## src/rtl/qr_pkg.sv

```systemverilog
package qr_pkg;
  typedef enum logic [1:0] {
    SRC_NONE     = 2'd0,
    SRC_VALLEY   = 2'd1,
    SRC_FALLBACK = 2'd2,
    SRC_STARTER  = 2'd3
  } trig_src_e;
endpackage

```

## src/rtl/qr_ival_timer.sv

```systemverilog
module qr_ival_timer #(
  parameter int CNT_W  = 14,
  parameter int TMIN   = 850,
  parameter int TFB    = 500,
  parameter int TSTART = 13000
) (
  input  logic             clk_i,
  input  logic             rst_ni,
  input  logic             en_i,
  input  logic             restart_i,
  output logic [CNT_W-1:0] elapsed_o,
  output logic             blank_o,
  output logic             fb_due_o,
  output logic             start_due_o
);
  localparam logic [CNT_W-1:0] LIM_MIN = CNT_W'(TMIN);
  localparam logic [CNT_W-1:0] LIM_FB  = CNT_W'(TMIN + TFB);
  localparam logic [CNT_W-1:0] LIM_ST  = CNT_W'(TSTART);

  logic [CNT_W-1:0] elapsed_q;

  // elapsed_q holds k when edge k (counted from the rise) is about to occur
  always_ff @(posedge clk_i or negedge rst_ni) begin
    if (!rst_ni)                elapsed_q <= '0;
    else if (!en_i)             elapsed_q <= '0;
    else if (restart_i)         elapsed_q <= CNT_W'(1);
    else if (elapsed_q < LIM_ST) elapsed_q <= elapsed_q + CNT_W'(1);
  end

  assign elapsed_o   = elapsed_q;
  assign blank_o     = elapsed_q < LIM_MIN;
  assign fb_due_o    = elapsed_q >= LIM_FB;
  assign start_due_o = elapsed_q >= LIM_ST;
endmodule

```

## src/rtl/qr_trig_arb.sv

```systemverilog
module qr_trig_arb
  import qr_pkg::*;
(
  input  logic clk_i,
  input  logic rst_ni,
  input  logic en_i,
  input  logic valley_i,
  input  logic gate_i,
  input  logic blank_i,
  input  logic fb_due_i,
  input  logic start_due_i,
  output logic trig_o
);
  logic      boot_q, armed_q;
  trig_src_e src;

  // starter beats everything; during boot only the starter may fire
  always_comb begin
    src = SRC_NONE;
    if (start_due_i)                         src = SRC_STARTER;
    else if (!boot_q) begin
      if (valley_i && !gate_i && !blank_i)   src = SRC_VALLEY;
      else if (armed_q && fb_due_i)          src = SRC_FALLBACK;
    end
  end

  assign trig_o = en_i && (src != SRC_NONE);

  always_ff @(posedge clk_i or negedge rst_ni) begin
    if (!rst_ni) begin
      boot_q  <= 1'b1;
      armed_q <= 1'b0;
    end else if (!en_i) begin
      boot_q  <= 1'b1;
      armed_q <= 1'b0;
    end else if (trig_o) begin
      boot_q  <= 1'b0;
      armed_q <= 1'b0;
    end else if (valley_i && !gate_i && blank_i && !boot_q) begin
      armed_q <= 1'b1;
    end
  end
endmodule

```

## src/rtl/qr_gate_drv.sv

```systemverilog
module qr_gate_drv #(
  parameter int TON_W   = 10,
  parameter int CNT_W   = 14,
  parameter int TON_MIN = 20,
  parameter int TON_MAX = 600
) (
  input  logic             clk_i,
  input  logic             rst_ni,
  input  logic             en_i,
  input  logic             trig_i,
  input  logic [TON_W-1:0] ton_i,
  input  logic [CNT_W-1:0] elapsed_i,
  output logic             gate_o,
  output logic             start_o
);
  localparam logic [TON_W-1:0] T_LO = TON_W'(TON_MIN);
  localparam logic [TON_W-1:0] T_HI = TON_W'(TON_MAX);

  logic [TON_W-1:0] ton_c;
  logic [CNT_W-1:0] ton_q;
  logic             gate_q, start_q;

  always_comb begin
    if (ton_i < T_LO)      ton_c = T_LO;
    else if (ton_i > T_HI) ton_c = T_HI;
    else                   ton_c = ton_i;
  end

  always_ff @(posedge clk_i or negedge rst_ni) begin
    if (!rst_ni) begin
      gate_q  <= 1'b0;
      start_q <= 1'b0;
      ton_q   <= '0;
    end else if (!en_i) begin
      gate_q  <= 1'b0;
      start_q <= 1'b0;
    end else if (trig_i) begin
      gate_q  <= 1'b1;
      start_q <= 1'b1;
      ton_q   <= CNT_W'(ton_c);
    end else begin
      start_q <= 1'b0;
      if (gate_q && elapsed_i >= ton_q) gate_q <= 1'b0;
    end
  end

  assign gate_o  = gate_q;
  assign start_o = start_q;
endmodule

```

## src/rtl/qr_cycle_trigger.sv

```systemverilog
module qr_cycle_trigger #(
  parameter int TMIN_CYC   = 850,
  parameter int TFB_CYC    = 500,
  parameter int TSTART_CYC = 13000,
  parameter int TON_MIN    = 20,
  parameter int TON_MAX    = 600,
  parameter int TON_W      = 10
) (
  input  logic             clk_i,
  input  logic             rst_ni,
  input  logic             en_i,
  input  logic             valley_i,
  input  logic [TON_W-1:0] ton_i,
  output logic             gate_o,
  output logic             start_o
);
  localparam int CNT_W = $clog2(TSTART_CYC + 1);

  logic [CNT_W-1:0] elapsed;
  logic             blank, fb_due, start_due, trig, gate;

  qr_ival_timer #(
    .CNT_W(CNT_W), .TMIN(TMIN_CYC), .TFB(TFB_CYC), .TSTART(TSTART_CYC)
  ) u_timer (
    .clk_i(clk_i), .rst_ni(rst_ni), .en_i(en_i), .restart_i(trig),
    .elapsed_o(elapsed), .blank_o(blank), .fb_due_o(fb_due),
    .start_due_o(start_due)
  );

  qr_trig_arb u_arb (
    .clk_i(clk_i), .rst_ni(rst_ni), .en_i(en_i), .valley_i(valley_i),
    .gate_i(gate), .blank_i(blank), .fb_due_i(fb_due),
    .start_due_i(start_due), .trig_o(trig)
  );

  qr_gate_drv #(
    .TON_W(TON_W), .CNT_W(CNT_W), .TON_MIN(TON_MIN), .TON_MAX(TON_MAX)
  ) u_gate (
    .clk_i(clk_i), .rst_ni(rst_ni), .en_i(en_i), .trig_i(trig),
    .ton_i(ton_i), .elapsed_i(elapsed), .gate_o(gate), .start_o(start_o)
  );

  assign gate_o = gate;
endmodule

```

## config.mk

```make
export PLATFORM = sky130hd
export DESIGN_NAME = qr_cycle_trigger
export DESIGN_NICKNAME = d
export VERILOG_FILES = /design/src/rtl/qr_pkg.sv /design/src/rtl/qr_ival_timer.sv /design/src/rtl/qr_trig_arb.sv /design/src/rtl/qr_gate_drv.sv /design/src/rtl/qr_cycle_trigger.sv
export SDC_FILE = /design/constraint.sdc
export NUM_CORES = 1
export LEC_CHECK = 0
export ABC_AREA = 0
export BUFFER_PORTS_ARGS = -buffer_cell sky130_fd_sc_hd__buf_2
export CAP_MARGIN = 20
export CORE_ASPECT_RATIO = 0.6
export CORE_MARGIN = 2
export CORE_UTILIZATION = 35
export CTS_CLUSTER_DIAMETER = 50
export CTS_CLUSTER_SIZE = 24
export DETAILED_ROUTE_END_ITERATION = 16
export GPL_ROUTABILITY_DRIVEN = 0
export RECOVER_POWER = 25
export SETUP_SLACK_MARGIN = 0.15
export SLEW_MARGIN = 40
export SYNTH_ARGS = -nofsm -noshare
export SYNTH_HDL_FRONTEND = slang
export SYNTH_HIERARCHICAL = 1
export SYNTH_SLANG_ARGS = --single-unit
```

## constraint.sdc

```tcl
create_clock -name clk_i -period 3.2 [get_ports clk_i]
set_input_delay 0.16 -clock clk_i [delete_from_list [all_inputs] [get_ports clk_i]]
set_output_delay 0.16 -clock clk_i [all_outputs]
set_load 0.01 [all_outputs]
```

# Word-level counts from Yosys, hierarchy flattened
# Cells that the tools add are included.
# op_classes
add_sub_neg,1
mux,19
eq_ne,4
n_lt_le_gt_ge,7
n_reduce_logical,12
# op_table
op,n
14-bit two-way mux,3
10-bit two-way mux,2
"14-bit by 1-bit adder with 14-bit output, second input constant",1
14-bit by 10-bit greater-or-equal comparator with 1-bit output,1
"14-bit by 11-bit greater-or-equal comparator with 1-bit output, second input constant",1
"14-bit greater-or-equal comparator, second input constant",1
"14-bit by 10-bit less-than comparator with 1-bit output, second input constant",1
"14-bit less-than comparator, second input constant",1
"10-bit > comparator, second input constant",1
"10-bit by 5-bit less-than comparator with 1-bit output, second input constant",1
1-bit two-way mux,10
"3-bit by 1-bit inequality test with 1-bit output, second input constant",3
2-bit two-way mux,4
1-bit logical AND,7
1-bit zero test,3
"2-bit by 1-bit inequality test with 1-bit output, second input constant",1
2-bit AND reduction,1
2-bit nonzero test,1
# totals
ff_bits,28
in_bits,14
elab_cells,49

# Logic depth before layout (Yosys ltp)
# logic_depth
ltp_word,10
ltp_mapped,13
depth_no_buf,11

# Hierarchy
# Netlist, hierarchy kept.
# modules_own_cells
mod,n_inst,cells_each,seq_area_each_um2,area_each_um2
qr_ival_timer,1,129,350.3,1059.8
qr_gate_drv,1,81,300.3,789.5
qr_trig_arb,1,9,51.3,113.9

# Worst setup path before layout
# No wires, ideal clock.
# synth_path
path_type,reg2reg
start,register u_timer.elapsed_q[10] (netlist: u_timer/elapsed_o[10])
end,register u_timer.elapsed_q[5] (netlist: u_timer/elapsed_o[5])
slack_ps,691
path_stages_with_launch,12
t_arrival_ps,2442
period_less_slack_ps,2509
setup_time_ps,67
path_buffers,2
cell_sequence,dfrtp_1 clkbuf_1 or4_1 nor2_1 nor3b_2 a211oi_2 nor2_1 nor2b_1 clkbuf_1 nand2_1 nor4_1 a311o_1
# synth_via
elab_chain_len,10
elab_cells_between_ends,16
classes_between,order compare (4); eq/ne (1); mux (6); reduce/logical (5)
# synth_rtl
element,line,text
from (decl),qr_ival_timer.sv:20,logic [CNT_W-1:0] elapsed_q;
from (signal assigned),qr_ival_timer.sv:27,else if (elapsed_q < LIM_ST) elapsed_q <= elapsed_q + CNT_W'(1);
14-bit by 10-bit less-than comparator with 1-bit output (*),qr_ival_timer.sv:31,assign blank_o = elapsed_q < LIM_MIN;
named net blank,qr_cycle_trigger.sv:20,"logic blank, fb_due, start_due, trig, gate;"
1-bit zero test (*),qr_trig_arb.sv:22,if (valley_i && !gate_i && !blank_i) src = SRC_VALLEY;
1-bit logical AND (*),qr_trig_arb.sv:22,
2-bit two-way mux (*),qr_trig_arb.sv:22,
2-bit two-way mux (*),qr_trig_arb.sv:21,else if (!boot_q) begin
2-bit two-way mux (*),qr_trig_arb.sv:20,if (start_due_i) src = SRC_STARTER;
2-bit nonzero test (*),qr_trig_arb.sv:27,assign trig_o = en_i && (src != SRC_NONE);
1-bit logical AND (*),qr_trig_arb.sv:27,
named net trig,qr_cycle_trigger.sv:20,
14-bit two-way mux,qr_ival_timer.sv:26,else if (restart_i) elapsed_q <= CNT_W'(1);
14-bit two-way mux,qr_ival_timer.sv:25,else if (!en_i) elapsed_q <= '0;
# Mark *: on every way through the listed nets, which the timed path passes. The rest lies on a longest branch.
# A chain may end at the register's enable or synchronous reset.

# Final worst setup path
# layout_path
start,register u_timer.elapsed_q[6] (netlist: u_timer/elapsed_o[6])
end,register u_timer.elapsed_q[7] (netlist: u_timer/elapsed_o[7])
# layout_via
elab_cells_between_ends,18
classes_between,add/sub (1); order compare (4); eq/ne (1); mux (7); reduce/logical (5)
# layout_lines
element,line,text
14-bit greater-or-equal comparator (*),qr_ival_timer.sv:33,assign start_due_o = elapsed_q >= LIM_ST;
named net start_due,qr_cycle_trigger.sv:20,
2-bit two-way mux (*),qr_trig_arb.sv:20,
2-bit nonzero test (*),qr_trig_arb.sv:27,
1-bit logical AND (*),qr_trig_arb.sv:27,
named net trig,qr_cycle_trigger.sv:20,
14-bit two-way mux,qr_ival_timer.sv:26,
14-bit two-way mux,qr_ival_timer.sv:25,
# Mark *: on every way through the listed nets, which the timed path passes. The rest lies on a longest branch. The select of a mux whose other input is x is not followed.

==> reports/qor.csv <==
stage;metric;value;unit
sta;hold_ws;143;ps
synthesis;ys_types;63;
synthesis;async_reset_ff_share;100;%
cells_and_area;drive_gt1_share;15.9;%
critical_path;worstRegToRegCells;10;
synthesis;ys_seq_elements;28;
synthesis;synth_top_flop_cell;sky130_fd_sc_hd__dfrtp_1;
detailed_routing;drtIter0Drc;204;
sta;finalSetupTns;0;ps
synthesis;mappedNetlistArea;1960;µm²
critical_path;crit_path_top_delay_cell;sky130_fd_sc_hd__dfrtp_1;
sta;clock.fmax;367;MHz
clock_network;post-cts-setup-buffers;0;
cells_and_area;area_growth;10.1;%
critical_path;critical_path_buf_inv_count;0;
place;port-buffer-count;15;
job;maxCapViolations;1;
critical_path;endpoint_kind;flop;
cells_and_area;insertedDiodeCount;0;
grt;grt.total_usage;17.0;%
sta;unrepaired_setup_endpoints_after_global_routing;no;
synthesis;ys_top_cells_by_area;sky130_fd_sc_hd__dfrtp_1 (34%), sky130_fd_sc_hd__ha_1 (7.6%), sky130_fd_sc_hd__nand2_1 (4.6%), sky130_fd_sc_hd__a21oi_1 (3.6%), sky130_fd_sc_hd__inv_1 (2.9%);
detailed_routing;wl_per_cell;16.6;µm
grt;grt_busiest_layer;met1;
min_path;whs_path_depth;2;
sta;post-route-period-util;85.1;%
die;core_region_area;5490;µm²
min_path;min-delay-path-class;input pin to flop;
synthesis;synth_seq_area_share;35.8;%
sta;layout_skew;4.74;ps
critical_path;crit_path_max_incr_delay;540;ps
critical_path;reg2reg_to;u_timer/elapsed_o[7]$_DFFE_PN0P_;
detailed_routing;detail_route.vias_per_cell;5.98;
clock_network;depth_of_the_cts_h_tree;1;
die;start_util;35.7;%
critical_path;critical-path-top-delay-family;simple AND/OR/NAND/NOR gates;
detailed_routing;drt-pass1-iter-count;4;
synthesis;synth.yosys.warnings;6;
clock_network;cts_tree;yes;
status;failed_checks;max-capacitance violations, max-slew violations;
sta;slew_violations;29;
clock_network;tritoncts_num_sinks;28;
die;chipHeight;62.0;µm
grt;initial_antenna_violation_count;0;
critical_path;launch_point_of_the_worst_reg_to_reg_path;u_timer/elapsed_o[6]$_DFFE_PN0P_;
critical_path;worstSetupPathDepth;10;
sta;worst_slew_pin_tran;1570;ps
critical_path;critical_path.startpoint_type;flop;
sta;finalHoldViolCount;0;
sta;slew-limit-headroom;-4.88;%
critical_path;worst_ep_arrival_time;2850;ps
place;post_detailed_placement_half_perimeter_wirelength;3750;µm
die;die_w;101;µm
clock_network;clk_root_buffer_cell;sky130_fd_sc_hd__clkbuf_8;
synthesis;edff_count_synth;0;
cells_and_area;fill_cells;558;
clock_network;clk-insertion-delay-late;270;ps
sta;finalSetupViolCount;0;
detailed_routing;totalWireLength;5000;µm
synthesis;post_synth.cell_area_avg;8.96;µm²
critical_path;critPathMaxFanout;11;
grt;grt.met1_usage;25.7;%
clock_network;path_clk_slew;100;ps
synthesis;synth_top_cell_by_area;sky130_fd_sc_hd__dfrtp_1;
critical_path;r2r_slack;480;ps
clock_network;max-clock-path-buffers;2;
cells_and_area;fin_nets;259;
min_path;hold_end;u_gate/ton_q[1]$_DFFE_PN0P_;
die;design.portCount;16;
cells_and_area;mostFrequentLayoutCells;sky130_fd_sc_hd__dfrtp_1 (27), sky130_fd_sc_hd__nand2_1 (24), sky130_fd_sc_hd__inv_1 (15), sky130_fd_sc_hd__a21oi_1 (14), sky130_fd_sc_hd__buf_2 (13);
die;row_count;21;
critical_path;worst_ep_required_time;3330;ps
cells_and_area;mostFrequentLayoutCell;sky130_fd_sc_hd__dfrtp_1;
grt;grt_first_pass_wirelength;8080;µm
synthesis;synthesis.instances;219;
grt;globalRouteMet3Util;7.61;%
cells_and_area;ff_latch_area;702;µm²
cells_and_area;multi_input_logic_area;1140;µm²
grt;grt_pass1_vias;1574;
detailed_routing;route.antenna.remaining_nets;0;
status;status;complete, but fails checks;
power_and_ir_drop;power_density;322;nW/µm²
power_and_ir_drop;vdd.ir_drop.worst;184;µV
synthesis;fraction_of_post_synthesis_cell_area_in_the_top_cell_type_by_area;34.4;%
min_path;hp-start;ton_i[1];
critical_path;critical_path_class;flop to flop;
grt;largest_net_degree_at_the_start_of_global_routing;29;
critical_path;worstPathCellList;nand3_1 > o211a_1 > nor2_1 > nor2b_1 > nand2b_1 > nor2_2 > nand2b_2 > nor4_1 > a221oi_1 > o311ai_0;
clock_network;tritoncts.num_buffers;3;
detailed_routing;post-route-drc-count;0;
sta;finalWorstPathRequiredPeriod;2720;ps
detailed_routing;num_vias;1800;
synthesis;synth_nets;245;
grt;grt_remaining_overflow;0;
die;dieArea;6240;µm²
grt;grt_util_met2;22.4;%
power_and_ir_drop;p_leak;0.000885;µW
==> final cells by class <==
cell class              count  share of cell area, %
multi-input cells         162                   52.8
flip-flops and latches     28                   32.5
well taps                  69                   4.00
clock buffers               4                   2.08
inverters                  16                   2.78
repair buffers             22                   5.91
==> worst reg2reg max path: stages, from the launching register on <==
cell and delay [ps]:
sky130_fd_sc_hd__dfrtp_1 540, sky130_fd_sc_hd__nand3_1 170, sky130_fd_sc_hd__o211a_1 300, sky130_fd_sc_hd__nor2_1 190, sky130_fd_sc_hd__nor2b_1 80, sky130_fd_sc_hd__nand2b_1 170, sky130_fd_sc_hd__nor2_2 240, sky130_fd_sc_hd__nand2b_2 330
sky130_fd_sc_hd__nor4_1 100, sky130_fd_sc_hd__a221oi_1 280, sky130_fd_sc_hd__o311ai_0 180
==> worst max-delay path by stage <==
stage                                            end                         startpoint  slack [ps]
floorplan           u_timer/elapsed_o[5]$_DFFE_PN0P_  u_timer/elapsed_o[10]$_DFFE_PN0P_         690
global placement    u_timer/elapsed_o[7]$_DFFE_PN0P_   u_timer/elapsed_o[9]$_DFFE_PN0P_         430
detailed placement  u_timer/elapsed_o[7]$_DFFE_PN0P_   u_timer/elapsed_o[6]$_DFFE_PN0P_         280
CTS                 u_timer/elapsed_o[7]$_DFFE_PN0P_   u_timer/elapsed_o[6]$_DFFE_PN0P_         280
global route        u_timer/elapsed_o[7]$_DFFE_PN0P_   u_timer/elapsed_o[9]$_DFFE_PN0P_         160
finish              u_timer/elapsed_o[7]$_DFFE_PN0P_   u_timer/elapsed_o[6]$_DFFE_PN0P_         480
==> through the flow <==
| stage | instance area [µm²] | utilization (%) | setup slack [ps] | cells | power [µW] |
|---|---|---|---|---|---|
| 4_1_cts | 2150 | 39.2 | 280 | 301 | 705 |
| 6_report | 2160 | 39.3 | 477 | 301 | 697 |
| 2_1_floorplan | 1960 | - | 691 | 219 | 453 |
| 5_1_grt | 2160 | 39.3 | 165 | 301 | 736 |
| 3_5_place_dp | 2100 | 38.2 | 281 | 296 | 500 |
| 3_3_place_gp | 2100 | 38.2 | 427 | 296 | 500 |
==> state kept, by name, summed over array words and instances (netlist names) <==
| signal | flops |
|---|---|
| u_timer/elapsed_o | 14 |
| u_gate/ton_q | 10 |
| u_gate/start_o | 1 |
| u_arb/boot_q | 1 |
| u_arb/armed_q | 1 |
| u_gate/gate_o | 1 |
==> per-layer routing <==
layer	vias up	routed length (µm)
met2	81	1880
met4	0	8
met3	2	561
li1	853	-
met5	-	0
met1	864	2550
==> logic make-up (layout without fill, tap and decap cells) <==
logic type	count (synthesis)	in the layout	share of synthesized area, %
AND/OR/NAND/NOR	82	82	23.7
AO/OA/AOI/OAI	66	66	25.2
buffers and inverters	29	42	6.69
flip-flops	28	28	35.8
adder cells (fa/ha/maj)	12	12	7.65
XOR/XNOR	1	1	0.446
multiplexers	1	1	0.510
==> power breakdown <==
| group | internal, µW | switching, µW |
|---|---|---|
| registers | 368 | 15.5 |
| logic | 44.4 | 68.6 |
| clock network | 89.3 | 111 |
| total | 502 | 195 |
==> cell usage after synthesis, drive strengths merged (4+ instances only) <==
cell / count
o211ai: 4
clkbuf: 4
ha: 12
nand4: 4
inv: 16
o21ai: 12
nor4b: 4
nand2: 24
dfrtp: 27
a211oi: 4
nor2: 10
buf: 9
or4: 4
nand2b: 6
a21oi: 15
nand3: 8
nor3: 4
==> repair_timing <==
| item | 4_1_cts | 5_1_grt |
|---|---|---|
| hold buffers | 1 | 0 |
| gates resized for setup | 0 | 3 |
| endpoints found under the setup margin | 0 | 4 |
| endpoints found under the hold margin | 27 | 0 |
Note: power is estimated with default switching activity, not from simulation.
